### config.mk
export PLATFORM = sky130hd
export DESIGN_NAME = rtc_tod_engine
export DESIGN_NICKNAME = d
export VERILOG_FILES = /design/src/rtl/rtc_tod_pkg.sv /design/src/rtl/rtc_prescaler.sv /design/src/rtl/rtc_calendar.sv /design/src/rtl/rtc_alarm_cmp.sv /design/src/rtl/rtc_tod_engine.sv
export SDC_FILE = /design/constraint.sdc
export NUM_CORES = 1
export LEC_CHECK = 0
export ABC_AREA = 1
export BUFFER_PORTS_ARGS = -buffer_cell sky130_fd_sc_hd__buf_4
export CAP_MARGIN = 30
export CORE_MARGIN = 3
export CORE_UTILIZATION = 45
export DETAILED_ROUTE_END_ITERATION = 7
export PLACE_DENSITY_LB_ADDON = 0.05
export SKIP_LAST_GASP = 1
export SLEW_MARGIN = 25
export SYNTH_ARGS = -nofsm -noshare
export SYNTH_HDL_FRONTEND = slang
export SYNTH_SLANG_ARGS = --single-unit
### constraint.sdc
create_clock -name clk_i -period 17.9 [get_ports clk_i]
set_clock_uncertainty 0.1 [all_clocks]
set_input_delay 1.79 -clock clk_i [delete_from_list [all_inputs] [get_ports clk_i]]
set_output_delay 1.79 -clock clk_i [all_outputs]
set_load 0.01 [all_outputs]
### src/rtl/rtc_tod_pkg.sv
package rtc_tod_pkg;

  typedef struct packed {
    logic [7:0] sec;
    logic [7:0] min;
    logic [7:0] hour;
    logic [7:0] wday;
    logic [7:0] mday;
    logic [7:0] month;
    logic [7:0] year;
    logic [7:0] cent;
  } tod_t;

  localparam logic [3:0] A_SEC      = 4'd0;
  localparam logic [3:0] A_MIN      = 4'd1;
  localparam logic [3:0] A_HOUR     = 4'd2;
  localparam logic [3:0] A_WDAY     = 4'd3;
  localparam logic [3:0] A_MDAY     = 4'd4;
  localparam logic [3:0] A_MONTH    = 4'd5;
  localparam logic [3:0] A_YEAR     = 4'd6;
  localparam logic [3:0] A_CENT     = 4'd7;
  localparam logic [3:0] A_ALM_BASE = 4'd8;

  localparam logic [1:0] ALM_ANY = 2'b11;

  function automatic logic [6:0] reg2bin(input logic [7:0] v, input logic bin);
    if (bin) return v[6:0];
    return 7'(v[7:4]) * 7'd10 + 7'(v[3:0]);
  endfunction

  function automatic logic [7:0] bin2reg(input logic [6:0] b, input logic bin);
    logic [6:0] tens, units;
    tens  = b / 7'd10;
    units = b % 7'd10;
    if (bin) return {1'b0, b};
    return {tens[3:0], units[3:0]};
  endfunction

  function automatic logic [4:0] hour_to_h24(input logic [7:0] v, input logic bin,
                                              input logic hr24);
    logic [6:0] h;
    h = reg2bin({1'b0, v[6:0]}, bin);
    if (hr24) return h[4:0];
    if (h == 7'd12) h = 7'd0;
    return h[4:0] + (v[7] ? 5'd12 : 5'd0);
  endfunction

  function automatic logic [7:0] h24_to_reg(input logic [4:0] h, input logic bin,
                                             input logic hr24);
    logic [4:0] h12;
    if (hr24) return bin2reg({2'b00, h}, bin);
    if (h == 5'd0)       h12 = 5'd12;
    else if (h > 5'd12)  h12 = h - 5'd12;
    else                 h12 = h;
    return bin2reg({2'b00, h12}, bin) | {(h >= 5'd12), 7'b0};
  endfunction

  function automatic logic [6:0] month_days(input logic [6:0] mon, input logic [6:0] yr);
    case (mon)
      7'd2:                      return (yr[1:0] == 2'b00) ? 7'd29 : 7'd28;
      7'd4, 7'd6, 7'd9, 7'd11:   return 7'd30;
      default:                   return 7'd31;
    endcase
  endfunction

endpackage

### src/rtl/rtc_prescaler.sv
module rtc_prescaler #(
  parameter int unsigned TICKS_PER_SEC = 32768,
  parameter int unsigned UIP_TICKS     = 8
) (
  input  logic       clk_i,
  input  logic       rst_ni,
  input  logic       tick_i,
  input  logic [2:0] div_sel_i,
  input  logic       freeze_i,
  output logic       strobe_o,
  output logic       uip_o
);
  localparam int unsigned CW = (TICKS_PER_SEC > 2) ? $clog2(TICKS_PER_SEC) : 1;
  localparam logic [CW-1:0] LAST      = CW'(TICKS_PER_SEC - 1);
  localparam logic [CW-1:0] HALF      = CW'(TICKS_PER_SEC / 2);
  localparam logic [CW-1:0] UIP_START = CW'(TICKS_PER_SEC - UIP_TICKS);

  logic [CW-1:0] cnt_q;
  logic          div_hold, div_run, wrap;

  assign div_hold = (div_sel_i[2:1] == 2'b11);
  assign div_run  = (div_sel_i <= 3'b010);
  assign wrap     = tick_i & div_run & (cnt_q == LAST);

  // held divider restarts at mid-second so the first update lands half a second later
  always_ff @(posedge clk_i or negedge rst_ni) begin
    if (!rst_ni)                cnt_q <= HALF;
    else if (div_hold)          cnt_q <= HALF;
    else if (tick_i && div_run) cnt_q <= (cnt_q == LAST) ? '0 : cnt_q + 1'b1;
  end

  assign strobe_o = wrap & ~freeze_i;
  assign uip_o    = div_run & ~freeze_i & (cnt_q >= UIP_START);

endmodule

### src/rtl/rtc_calendar.sv
module rtc_calendar
  import rtc_tod_pkg::*;
(
  input  logic       clk_i,
  input  logic       rst_ni,
  input  logic       strobe_i,
  input  logic       bin_i,
  input  logic       hr24_i,
  input  logic       wr_en_i,
  input  logic [3:0] wr_addr_i,
  input  logic [7:0] wr_data_i,
  output tod_t       tod_o,
  output tod_t       adv_o
);
  tod_t       tod_q, tod_d, adv;
  logic [6:0] s_b, m_b, w_b, d_b, mo_b, y_b, c_b, mlen;
  logic [4:0] h_b, h_n;
  logic [6:0] s_n, m_n, w_n, d_n, mo_n, y_n, c_n;
  logic       c_min, c_hr, c_day, c_mon, c_yr, c_cen;

  always_comb begin
    s_b  = reg2bin(tod_q.sec, bin_i);
    m_b  = reg2bin(tod_q.min, bin_i);
    h_b  = hour_to_h24(tod_q.hour, bin_i, hr24_i);
    w_b  = reg2bin(tod_q.wday, bin_i);
    d_b  = reg2bin(tod_q.mday, bin_i);
    mo_b = reg2bin(tod_q.month, bin_i);
    y_b  = reg2bin(tod_q.year, bin_i);
    c_b  = reg2bin(tod_q.cent, bin_i);
    mlen = month_days(mo_b, y_b);

    c_min = (s_b >= 7'd59);
    s_n   = c_min ? 7'd0 : s_b + 7'd1;
    c_hr  = c_min & (m_b >= 7'd59);
    m_n   = c_min ? ((m_b >= 7'd59) ? 7'd0 : m_b + 7'd1) : m_b;
    c_day = c_hr & (h_b >= 5'd23);
    h_n   = c_hr ? ((h_b >= 5'd23) ? 5'd0 : h_b + 5'd1) : h_b;
    w_n   = c_day ? ((w_b >= 7'd7) ? 7'd1 : w_b + 7'd1) : w_b;
    c_mon = c_day & (d_b >= mlen);
    d_n   = c_day ? (c_mon ? 7'd1 : d_b + 7'd1) : d_b;
    c_yr  = c_mon & (mo_b >= 7'd12);
    mo_n  = c_mon ? (c_yr ? 7'd1 : mo_b + 7'd1) : mo_b;
    c_cen = c_yr & (y_b >= 7'd99);
    y_n   = c_yr ? (c_cen ? 7'd0 : y_b + 7'd1) : y_b;
    c_n   = c_cen ? ((c_b >= 7'd99) ? 7'd0 : c_b + 7'd1) : c_b;

    adv.sec   = bin2reg(s_n, bin_i);
    adv.min   = bin2reg(m_n, bin_i);
    adv.hour  = h24_to_reg(h_n, bin_i, hr24_i);
    adv.wday  = bin2reg(w_n, bin_i);
    adv.mday  = bin2reg(d_n, bin_i);
    adv.month = bin2reg(mo_n, bin_i);
    adv.year  = bin2reg(y_n, bin_i);
    adv.cent  = bin2reg(c_n, bin_i);
  end

  // a write overrides the advanced value of its own field
  always_comb begin
    tod_d = strobe_i ? adv : tod_q;
    if (wr_en_i) begin
      case (wr_addr_i)
        A_SEC:   tod_d.sec   = wr_data_i;
        A_MIN:   tod_d.min   = wr_data_i;
        A_HOUR:  tod_d.hour  = wr_data_i;
        A_WDAY:  tod_d.wday  = wr_data_i;
        A_MDAY:  tod_d.mday  = wr_data_i;
        A_MONTH: tod_d.month = wr_data_i;
        A_YEAR:  tod_d.year  = wr_data_i;
        A_CENT:  tod_d.cent  = wr_data_i;
        default: ;
      endcase
    end
  end

  always_ff @(posedge clk_i or negedge rst_ni) begin
    if (!rst_ni) begin
      tod_q <= '{sec: 8'h00, min: 8'h00, hour: 8'h00, wday: 8'h01, mday: 8'h01,
                 month: 8'h01, year: 8'h00, cent: 8'h00};
    end else begin
      tod_q <= tod_d;
    end
  end

  assign tod_o = tod_q;
  assign adv_o = adv;

endmodule

### src/rtl/rtc_alarm_cmp.sv
module rtc_alarm_cmp
  import rtc_tod_pkg::*;
#(
  parameter int unsigned NUM_ALM = 3
) (
  input  logic       clk_i,
  input  logic       rst_ni,
  input  logic       wr_en_i,
  input  logic [3:0] wr_addr_i,
  input  logic [7:0] wr_data_i,
  input  tod_t       cand_i,
  output logic       match_o
);
  logic [NUM_ALM-1:0][7:0] cand_f;
  logic [NUM_ALM-1:0]      hit;

  assign cand_f[0] = cand_i.sec;
  assign cand_f[1] = cand_i.min;
  assign cand_f[2] = cand_i.hour;

  for (genvar i = 0; i < NUM_ALM; i++) begin : g_alm
    localparam logic [3:0] ADDR = A_ALM_BASE + 4'(i);
    logic [7:0] alm_q;

    always_ff @(posedge clk_i or negedge rst_ni) begin
      if (!rst_ni)                           alm_q <= 8'h00;
      else if (wr_en_i && wr_addr_i == ADDR) alm_q <= wr_data_i;
    end

    assign hit[i] = (alm_q[7:6] == ALM_ANY) | (alm_q == cand_f[i]);
  end

  assign match_o = &hit;

endmodule

### src/rtl/rtc_tod_engine.sv
module rtc_tod_engine
  import rtc_tod_pkg::*;
#(
  parameter int unsigned TICKS_PER_SEC = 32768,
  parameter int unsigned UIP_TICKS     = 8
) (
  input  logic       clk_i,
  input  logic       rst_ni,
  input  logic       tick_i,
  input  logic [2:0] div_sel_i,
  input  logic       set_i,
  input  logic       bin_mode_i,
  input  logic       hr24_i,
  input  logic       uie_i,
  input  logic       aie_i,
  input  logic       wr_en_i,
  input  logic [3:0] wr_addr_i,
  input  logic [7:0] wr_data_i,
  output logic [7:0] sec_o,
  output logic [7:0] min_o,
  output logic [7:0] hour_o,
  output logic [7:0] wday_o,
  output logic [7:0] mday_o,
  output logic [7:0] month_o,
  output logic [7:0] year_o,
  output logic [7:0] century_o,
  output logic       uip_o,
  output logic       upd_flag_o,
  output logic       alm_flag_o,
  output logic       irq_o
);
  logic strobe, match;
  tod_t tod, adv;
  logic upd_q, alm_q, irq_q;

  rtc_prescaler #(
    .TICKS_PER_SEC (TICKS_PER_SEC),
    .UIP_TICKS     (UIP_TICKS)
  ) u_pre (
    .clk_i     (clk_i),
    .rst_ni    (rst_ni),
    .tick_i    (tick_i),
    .div_sel_i (div_sel_i),
    .freeze_i  (set_i),
    .strobe_o  (strobe),
    .uip_o     (uip_o)
  );

  rtc_calendar u_cal (
    .clk_i     (clk_i),
    .rst_ni    (rst_ni),
    .strobe_i  (strobe),
    .bin_i     (bin_mode_i),
    .hr24_i    (hr24_i),
    .wr_en_i   (wr_en_i),
    .wr_addr_i (wr_addr_i),
    .wr_data_i (wr_data_i),
    .tod_o     (tod),
    .adv_o     (adv)
  );

  // compare against the time about to be loaded, not the outgoing one
  rtc_alarm_cmp #(.NUM_ALM(3)) u_alm (
    .clk_i     (clk_i),
    .rst_ni    (rst_ni),
    .wr_en_i   (wr_en_i),
    .wr_addr_i (wr_addr_i),
    .wr_data_i (wr_data_i),
    .cand_i    (adv),
    .match_o   (match)
  );

  always_ff @(posedge clk_i or negedge rst_ni) begin
    if (!rst_ni) begin
      upd_q <= 1'b0;
      alm_q <= 1'b0;
      irq_q <= 1'b0;
    end else begin
      upd_q <= strobe;
      alm_q <= strobe & match;
      irq_q <= strobe & (uie_i | (match & aie_i));
    end
  end

  assign sec_o      = tod.sec;
  assign min_o      = tod.min;
  assign hour_o     = tod.hour;
  assign wday_o     = tod.wday;
  assign mday_o     = tod.mday;
  assign month_o    = tod.month;
  assign year_o     = tod.year;
  assign century_o  = tod.cent;
  assign upd_flag_o = upd_q;
  assign alm_flag_o = alm_q;
  assign irq_o      = irq_q;

endmodule

* Word level (Yosys, flattened, before mapping)
Index checks and enable logic that the tools add are counted.
Operators by class: mux-type cells 79, multiply operators 8, div/mod/pow operators 18, bitwise operators 19, reductions and logical operators 10, magnitude comparators 12, eq/ne operators 24, shift operators 0, $add $sub $neg 19
Operators with widths (count):
- 8-bit two-way mux | 29
- 7-bit two-way mux | 29
- 64-bit two-way mux | 2
- 7-bit by 4-bit adder with 7-bit output | 8
- 7-bit by 1-bit adder with 7-bit output (second input constant) | 7
- 7-bit by 4-bit divider with 7-bit output (second input constant) | 7
- 7-bit by 4-bit modulo with 7-bit output (second input constant) | 7
- 15-bit two-way mux | 3
- 5-bit two-way mux | 9
- 4-bit by 3-bit multiplier with 6-bit output (second input constant) | 7
- 8-bit equality test | 3
- 7-bit by 4-bit equality test with 1-bit output (second input constant) | 3
- 4-bit by 3-bit equality test with 1-bit output (second input constant) | 4
- 15-bit by 1-bit adder with 15-bit output (second input constant) | 1
- 15-bit equality test (second input constant) | 1
- 15-bit >= comparator (second input constant) | 1
- 5-bit by 4-bit divider with 7-bit output (second input constant) | 2
- 7-bit by 3-bit equality test with 1-bit output (second input constant) | 2
- 7-bit by 6-bit >= comparator with 1-bit output (second input constant) | 2
- 7-bit >= comparator (second input constant) | 2
- 5-bit by 4-bit modulo with 7-bit output (second input constant) | 2
- 7-bit case mux with 2 select lines | 1
- 1-bit bitwise AND | 13
- 4-bit equality test (second input constant) | 3
- 27 further kinds | 41
Storage, ports and cells: latch bits 0, output and inout port bits 68, memory bits (read-only) 0, bits of input ports 24, bits in registers 106, word-level logic and storage cells 204, memories 0, memory bits (writable) 0

* Longest topological paths before layout
Gate-level depths: netlist (run 1).
word-level depth 26, depth in mapped cells 56, gate-level depth less buffers 56

* Hierarchy
Synthesis (run 1) repeated with hierarchy kept, for this count alone.
Unflattened totals: cell total of the unflattened synthesis 1960, area total of the unflattened synthesis 12567.1 µm²
Modules (own cells, without submodules):
- rtc_calendar | area an instance 10055.9 µm², instances 1, cells each 1621, sequential area each 1605.3 µm²
- rtc_alarm_cmp | area an instance 1348.8 µm², instances 1, cells each 183, sequential area each 600.6 µm²
- rtc_prescaler | area an instance 1067.3 µm², instances 1, cells each 148, sequential area each 376.6 µm²
- rtc_tod_engine | area an instance 95.1 µm², instances 1, cells each 8, sequential area each 75.1 µm²

* Worst setup path before layout (run 1)
OpenSTA, ideal clock, no wires.
path type in2reg, start point in bin_mode_i, end point reg u_cal.tod_q (netlist bit u_cal.tod_o[1]), library setup time 0.122 ns, cell stages on the path 51, path slack 10.163 ns, data required time 17.678 ns, path buffers 8, data arrival time 7.515 ns, path through buf_6 > inv_4 > buf_6 > buf_2 > buf_2 > buf_1 > buf_2 > buf_1 > a31oi_1 > a21boi_0 > ha_1 > inv_1 > fa_1 > nor2_1 > nand3_1 > nand2_1 > nand2_4 > nor2_8 > [15 not listed] > inv_1 > ha_1 > nand3_1 > nand2_1 > nand3_2 > nand2_4 > nand2_1 > nand2_1 > ha_1 > inv_1 > nand2_1 > nand2_1 > inv_2 > nand3_2 > nand2_2 > nand2_1 > nand3_1 > a21oi_1
RTL lines:
- start, declared | line rtc_tod_engine.sv:12 | input logic bin_mode_i,
- end signal, assigned | line rtc_calendar.sv:77 | tod_q <= '{sec: 8'h00, min: 8'h00, hour: 8'h00, wday: 8'h01, mday: 8'h01,
- end signal, assigned | line rtc_calendar.sv:80 | tod_q <= tod_d;
- end, declared | line rtc_calendar.sv:15 | tod_t tod_q, tod_d, adv;

==> key figures, run 1 <==
Die
  – Initial Util: 45.8%
  – Die area: between 30000 and 40000 um2
  – # rows: 61
  – Total core area: roughly 28000 um2
  – Die width: 175 um
  – Die height: between 150 and 200 um
  – Top-Level Pins: 92

Pwr
  – Pint: ~1.2 mW
  – PD cells: roughly 210 nW/um2
  – Net switching fraction of the power: 58.2%
  – Clk pwr share: under 10%
  – Leakage: 7.33 nW
  – Share of power burned in registers: between 10% and 20%
  – Switch Pwr: roughly 1.7 mW
  – Maximum vdd drop: roughly 80 uV
  – Gate power share: 80.9%

Global route
  – Initial antenna violation count: 0
  – First-pass GRT wire length: 61900 um
  – Total grt overflow: 0
  – Largest net degree at the start of global routing: 72
  – Vias in the first global route: between 10000 and 15000
  – GRT Overall Usage: between 20 and 25%

Critical path
  – Max FO, Critical Path: 50
  – Slack of the worst reg-to-reg path: between 10 and 15 ns
  – Data arrival, critical path: about 8.4 ns
  – Worst setup path endpoint: u_cal.tod_o[1]$_DFF_PN0_
  – R2r worst-path depth: between 50 and 60
  – Crit start category: primary input
  – Crit. End Element: register
  – Reg-to-reg endpoint: u_cal.tod_o[1]$_DFF_PN0_
  – Most used cell, CP: nand2_1
  – Crit path largest cell delay: between 0.5 and 0.6 ns
  – Critical Path Source: bin_mode_i
  – Reg-to-reg startpoint: u_cal.tod_o[21]$_DFF_PN0_
  – Slowest stage cell, crit path: buf_4
  – Worst EP required: around 18 ns
  – Critical path type: in -> reg

Timing
  – Final worst-path cycle share: 45.7%
  – Final hold viol count: 0
  – Setup TNS: 0 ns
  – Worst Tran Pin Value: around 0.93 ns
  – Slew Viols, Final: 0
  – Fmax: about 120 MHz
  – Final setup viols: 0
  – Slew margin rel.: between 30% and 40%
  – Fin crit period: slightly above 8 ns
  – RSZ-0062 raised after global routing: false

Synth
  – Post-synth top area share: ~20%
  – Yosys warning count: 0
  – Syn Area/Cell: ~6.4 um2
  – Cell variety after synth: 64
  – Synth area leader: dfrtp_1
  – Cells after synthesis: approximately 2000
  – Top cells by area, synth: dfrtp_1, nand2_1, ha_1
  – Share of flip-flops with an asynchronous set or reset: 100%
  – Post-Syn Nets: around 2100
  – Top_reg_cell synth: dfrtp_1
  – Post-synth EDFFs: 0
  – Sequential area share after synthesis: around a fifth
  – Mapped Area: ~13000 um2
  – Yosys reg bits: approximately 110

Cells and area
  – Layout cells sized above 1: ~13%
  – Nets: 2210
  – Layout overhead on the synthesized area: 9.86%
  – Antenna diodes: 0
  – Design Area, Final: roughly 14000 um2

Clock tree
  – CTS tree: done
  – Setup bufs post-CTS: 0
  – Clock buffer depth: 2
  – Cts repair resizes: 0
  – H-tree levels: 3
  – CTS root buf: clkbuf_16
  – TritonCTS Buffers: 9
  – Clk slew on worst S/H paths: roughly 0.080 ns
  – Worst-Skew Late Latency: ~0.36 ns
  – CTS sink count: roughly 110
  – CTS Hold Buffers Added: 0

Drt
  – DRT Pass-1 Iters: 5
  – Routed len/inst: roughly 15 um
  – Iteration-0 DRC Markers: approximately 920
  – Wirelength, routed: ~38000 um
  – Residual DRC: 0
  – Total number of vias: around 13000
  – Post-route ant nets: 0
  – Vias/cell: roughly 5.3

Place
  – Final HPWL DP: about 29000 um
  – IO Port Bufs: 91
  – Placer Congestion: between 0.8 and 0.9
  – DP Area: 13700 um2

Run
  – Max_cap viols: 0

Hold path
  – Hold Crit Class: reg -> reg
  – Hold Path Depth: 1
  – HP Start: u_pre.cnt_q[7]$_DFFE_PN0P_

Run status
  – Status: finished clean
## routing by layer
| layer | GRT usage (%) | share of wire, % |
|---|---|---|
| met1 | 34.6 | 47 |
| met2 | 41.7 | 46 |
| met3 | 2.61 | 4.8 |
| met4 | 5.15 | 1.5 |
| met5 | 0 | 0 |
## cell families after synthesis
family	after synthesis	synth area share, %
and+or+nand+nor	1069	38.3
buffers and inverters	350	11.0
AOI/OAI and AO/OA	344	15.8
adders and majority gates	111	11.8
DFF	106	20.8
xor gates and xnor gates	34	2.33
## Yosys cell counts (3+ instances only)
cell and instances:
nand2_1 543, inv_1 272, nand3_1 211, a21oi_1 151, nor2_1 147, dfrtp_1 102
ha_1 95, o21ai_0 81, a22oi_1 44, nand2_2 34, nand4_1 32, clkbuf_1 27
xor2_1 24, nor3_1 23, inv_2 22, nand3_2 18, o21ai_1 17, fa_1 16
o21ai_2 13, nand3b_1 10, xnor2_1 10, buf_6 9, nand2_4 9, or2_2 9
nor2_2 8, buf_2 7, buf_1 5, o211ai_1 5, or2_1 5, a31oi_1 4
clkinv_1 4, dfstp_2 4, nor2_4 4, a21boi_0 3, a21oi_2 3, a2bb2oi_1 3
o21a_1 3, o21bai_1 3
## area by class of cell
type / instances / area [um2]
clock inverters: 6 / 51.3
fillers: 3004 / 13900
inverters: 299 / 1120
repair buffers: 101 / 778
clock buffers: 10 / 229
flip-flops and latches: 106 / 2660
well taps: 378 / 473
multi-input cells: 1558 / 8750
## power groups by stage
stage | Sequential (mW) | Combinational [mW] | Clock, mW
after global placement | 0.369 | 2.32 | 0
after CTS | 0.365 | 2.37 | 0.203
final | 0.364 | 2.37 | 0.198
after detailed placement | 0.369 | 2.36 | 0
after global routing | 0.374 | 2.74 | 0.213
after floorplan | 0.361 | 1.89 | 0
## how the worst min path moves through the flow
stage	endpoint	slack [ns]
floorplan	u_pre.cnt_q[7]$_DFFE_PN0P_	0.39
global placement	u_pre.cnt_q[7]$_DFFE_PN0P_	0.40
detailed placement	u_pre.cnt_q[7]$_DFFE_PN0P_	0.40
CTS	u_pre.cnt_q[7]$_DFFE_PN0P_	0.42
global route	u_pre.cnt_q[7]$_DFFE_PN0P_	0.46
finish	u_pre.cnt_q[7]$_DFFE_PN0P_	0.42
## layout by cell type (no fill, tap or decap), drive strengths merged, types with 10 or more instances in the layout
cell / netlist / final
a21oi: 154 / 154
a22oi: 44 / 44
buf: 24 / 101
clkbuf: 27 / 10
dfrtp: 102 / 102
fa: 16 / 16
ha: 95 / 95
inv: 295 / 297
nand2: 587 / 587
nand3: 230 / 230
nand3b: 10 / 10
nand4: 34 / 34
nor2: 161 / 161
nor3: 27 / 27
o21ai: 111 / 111
or2: 14 / 14
xnor2: 10 / 10
xor2: 24 / 24
## state kept, by name, indices dropped and copies added, names as in the netlist
signal             cells
irq_o                  1
alm_flag_o             1
u_cal.tod_o           64
upd_flag_o             1
u_alm.g_alm.alm_q     24
u_pre.cnt_q           15
## stage by stage
stage | std cells | util [%] | setup slack (ns) | hold slack, ns | total power [mW]
floorplan | 2014 | - | 10.16 | 0.386 | 2.25
global placement | 2439 | 49.2 | 9.70 | 0.402 | 2.69
detailed placement | 2440 | 49.2 | 9.42 | 0.405 | 2.73
CTS | 2456 | 50.2 | 9.79 | 0.423 | 2.94
global route | 2458 | 50.4 | 8.99 | 0.458 | 3.33
finish | 2458 | 50.4 | 9.73 | 0.421 | 2.93
## worst max-delay path: cells and delay by family
kind                       cells  cell delay [ns]
and+or+nand+nor               29             3.05
adders and majority gates      5             0.99
AOI/OAI and AO/OA              5             0.71
buffers and inverters         11             1.76
(Power assumes the default switching activity.)
==> inputs of run 2 (changes only) <==
Clock period 17.9 ns to 8.6 ns, I/O delays scaled along.
==> run 2 against run 1 <==
  * Hold slack better by 0.00055 ns
  * Critical path depth is 4 higher
  * Sequential power is 110% higher
  * Wire length is 3.1% higher
  * Total power is 110% higher
  * Via count is 1.8% higher
==> key figures, run 2 (synthesis gave the netlist of run 1 again) <==
Critical path
  – R2r worst-path depth: 54
  – Data arrival, critical path: ~7.3 ns
  – CP bufs+invs: 11
  – Reg-to-reg startpoint: u_cal.tod_o[21]$_DFF_PN0_
  – Slack of the worst reg-to-reg path: between 1 and 1.5 ns
  – Critical path type: reg -> reg
  – Slowest stage cell, crit path: dfrtp_1
  – Most used cell, CP: nand2_1
  – CP top delay family: simple AND/OR/NAND/NOR gates
  – Worst EP required: 8.79 ns
  – Crit start category: register
  – Critical Path Source: u_cal.tod_o[21]$_DFF_PN0_
  – Crit path largest cell delay: 0.49 ns
  – Crit. End Element: register
  – Max FO, Critical Path: 11
  – Reg-to-reg endpoint: u_cal.tod_o[1]$_DFF_PN0_

Place
  – IO Port Bufs: between 90 and 100
  – Final HPWL DP: just under 30000 um
  – Placer Congestion: 0.921
  – DP Area: roughly 14000 um2

Die
  – Top-Level Pins: between 90 and 100
  – # rows: 61
  – Die width: roughly 170 um
  – Die area: 30500 um2
  – Total core area: 27900 um2
  – Initial Util: 45.8%
  – Die height: approximately 170 um

Global route
  – Initial antenna violation count: 0
  – Largest net degree at the start of global routing: between 60 and 70
  – GRT Overall Usage: between 20% and 30%
  – Total grt overflow: 0
  – First-pass GRT wire length: 63600 um
  – Vias in the first global route: 12383

Clock tree
  – CTS sink count: 106
  – Clk slew on worst S/H paths: 0.08 ns
  – CTS Hold Buffers Added: 0
  – H-tree levels: 3
  – CTS tree: done
  – TritonCTS Buffers: 9
  – CTS root buf: clkbuf_16
  – Setup bufs post-CTS: 0
  – Worst-Skew Late Latency: between 0.3 and 0.4 ns
  – Clock buffer depth: 2
  – Cts repair resizes: 0

Pwr
  – Net switching fraction of the power: between 50% and 60%
  – Share of power burned in registers: between 10% and 20%
  – Maximum vdd drop: between 200 and 250 uV
  – Leakage: about 7.3 nW
  – Clk pwr share: under 10%
  – PD cells: 437 nW/um2
  – Gate power share: 80.9%
  – Total power: between 6 and 7 mW
  – Switch Pwr: roughly 3.6 mW
  – Pint: about 2.6 mW

Timing
  – Worst Tran Pin Value: ~0.92 ns
  – Slew Viols, Final: 0
  – Final setup viols: 0
  – Final worst-path cycle share: 82.9%
  – RSZ-0062 raised after global routing: false
  – Final hold viol count: 0
  – WHS: ~0.42 ns
  – Setup TNS: 0 ns
  – Fmax: 140 MHz
  – Slew margin rel.: a little under two fifths
  – Fin crit period: around 7.1 ns

Drt
  – Iteration-0 DRC Markers: a little under 900
  – Post-route ant nets: 0
  – Routed len/inst: approximately 16 um
  – Residual DRC: 0
  – Vias/cell: approximately 5.4
  – Wirelength, routed: 39200 um
  – Total number of vias: 13260
  – DRT Pass-1 Iters: 5

Cells and area
  – Antenna diodes: 0
  – Final core occ: around 50%
  – Design Area, Final: roughly 14000 um2
  – Nets: ~2200
  – Register area: 2660 um2
  – Layout overhead on the synthesized area: 9.90%
  – Commonest non-fill, non-tap cell in the layout: nand2_1
  – Most frequent cells in the layout: nand2_1, inv_1, nand3_1, a21oi_1, nor2_1
  – Filler cells: between 2000 and 3000
  – Layout cells sized above 1: 12.7%
  – Multi-input combinational cell area: about 8700 um2
  – Number of flip-flops in the largest register: 64

Hold path
  – Hold Crit Class: in -> async

Run status
  – Status: finished clean

Run
  – Max_cap viols: 0
-- run 2: changes by cell type in the layout (fill, tap and decap cells not counted), sizes merged --
| cell | before | now |
|---|---|---|
| clkinv | 7 | 6 |
| buf | 101 | 105 |
| clkbuf | 10 | 13 |
| inv | 297 | 296 |
-- run 2: final cells by class --
cell class | count | area share, %
multi-input cells | 1558 | 62.2
flip-flops and latches | 106 | 18.9
inverters | 299 | 7.99
repair buffers | 106 | 5.64
well taps | 378 | 3.36
clock buffers | 12 | 1.75
clock inverters | 4 | 0.187
-- run 2: per-layer routing --
| metal | global-route usage [%] | up-vias | part of all wire (%) |
|---|---|---|---|
| met5 | 0 | - | 0 |
| met4 | 7.21 | 0 | 2.3 |
| met3 | 2.82 | 56 | 4.8 |
| met2 | 41.6 | 336 | 46 |
| met1 | 35.7 | 6139 | 47 |
| li1 | - | 6729 | - |
-- run 2: metrics by stage --
stage	setup WS (ns)	instances
2_1_floorplan	1.79	2014
3_3_place_gp	1.49	2441
3_5_place_dp	1.22	2442
4_1_cts	1.51	2458
5_1_grt	0.785	2463
6_report	1.47	2463
-- run 2: power by group through the flow --
stage / clock [mW] / combinational (mW) / sequential [mW]
global placement: 0 / 4.84 / 0.765
CTS: 0.421 / 4.96 / 0.757
finish: 0.417 / 4.98 / 0.756
floorplan: 0 / 3.92 / 0.750
detailed placement: 0 / 4.94 / 0.765
global route: 0.440 / 5.73 / 0.776
-- run 2: worst max-delay path by stage --
stage                               end  slack [ns]  cells after the start
2_1_floorplan  u_cal.tod_o[1]$_DFF_PN0_        1.79                     51
3_3_place_gp   u_cal.tod_o[1]$_DFF_PN0_        1.49                     47
3_5_place_dp   u_cal.tod_o[1]$_DFF_PN0_        1.22                     47
4_1_cts        u_cal.tod_o[1]$_DFF_PN0_        1.51                     54
5_1_grt        u_cal.tod_o[4]$_DFF_PN0_        0.79                     56
6_report       u_cal.tod_o[1]$_DFF_PN0_        1.47                     54
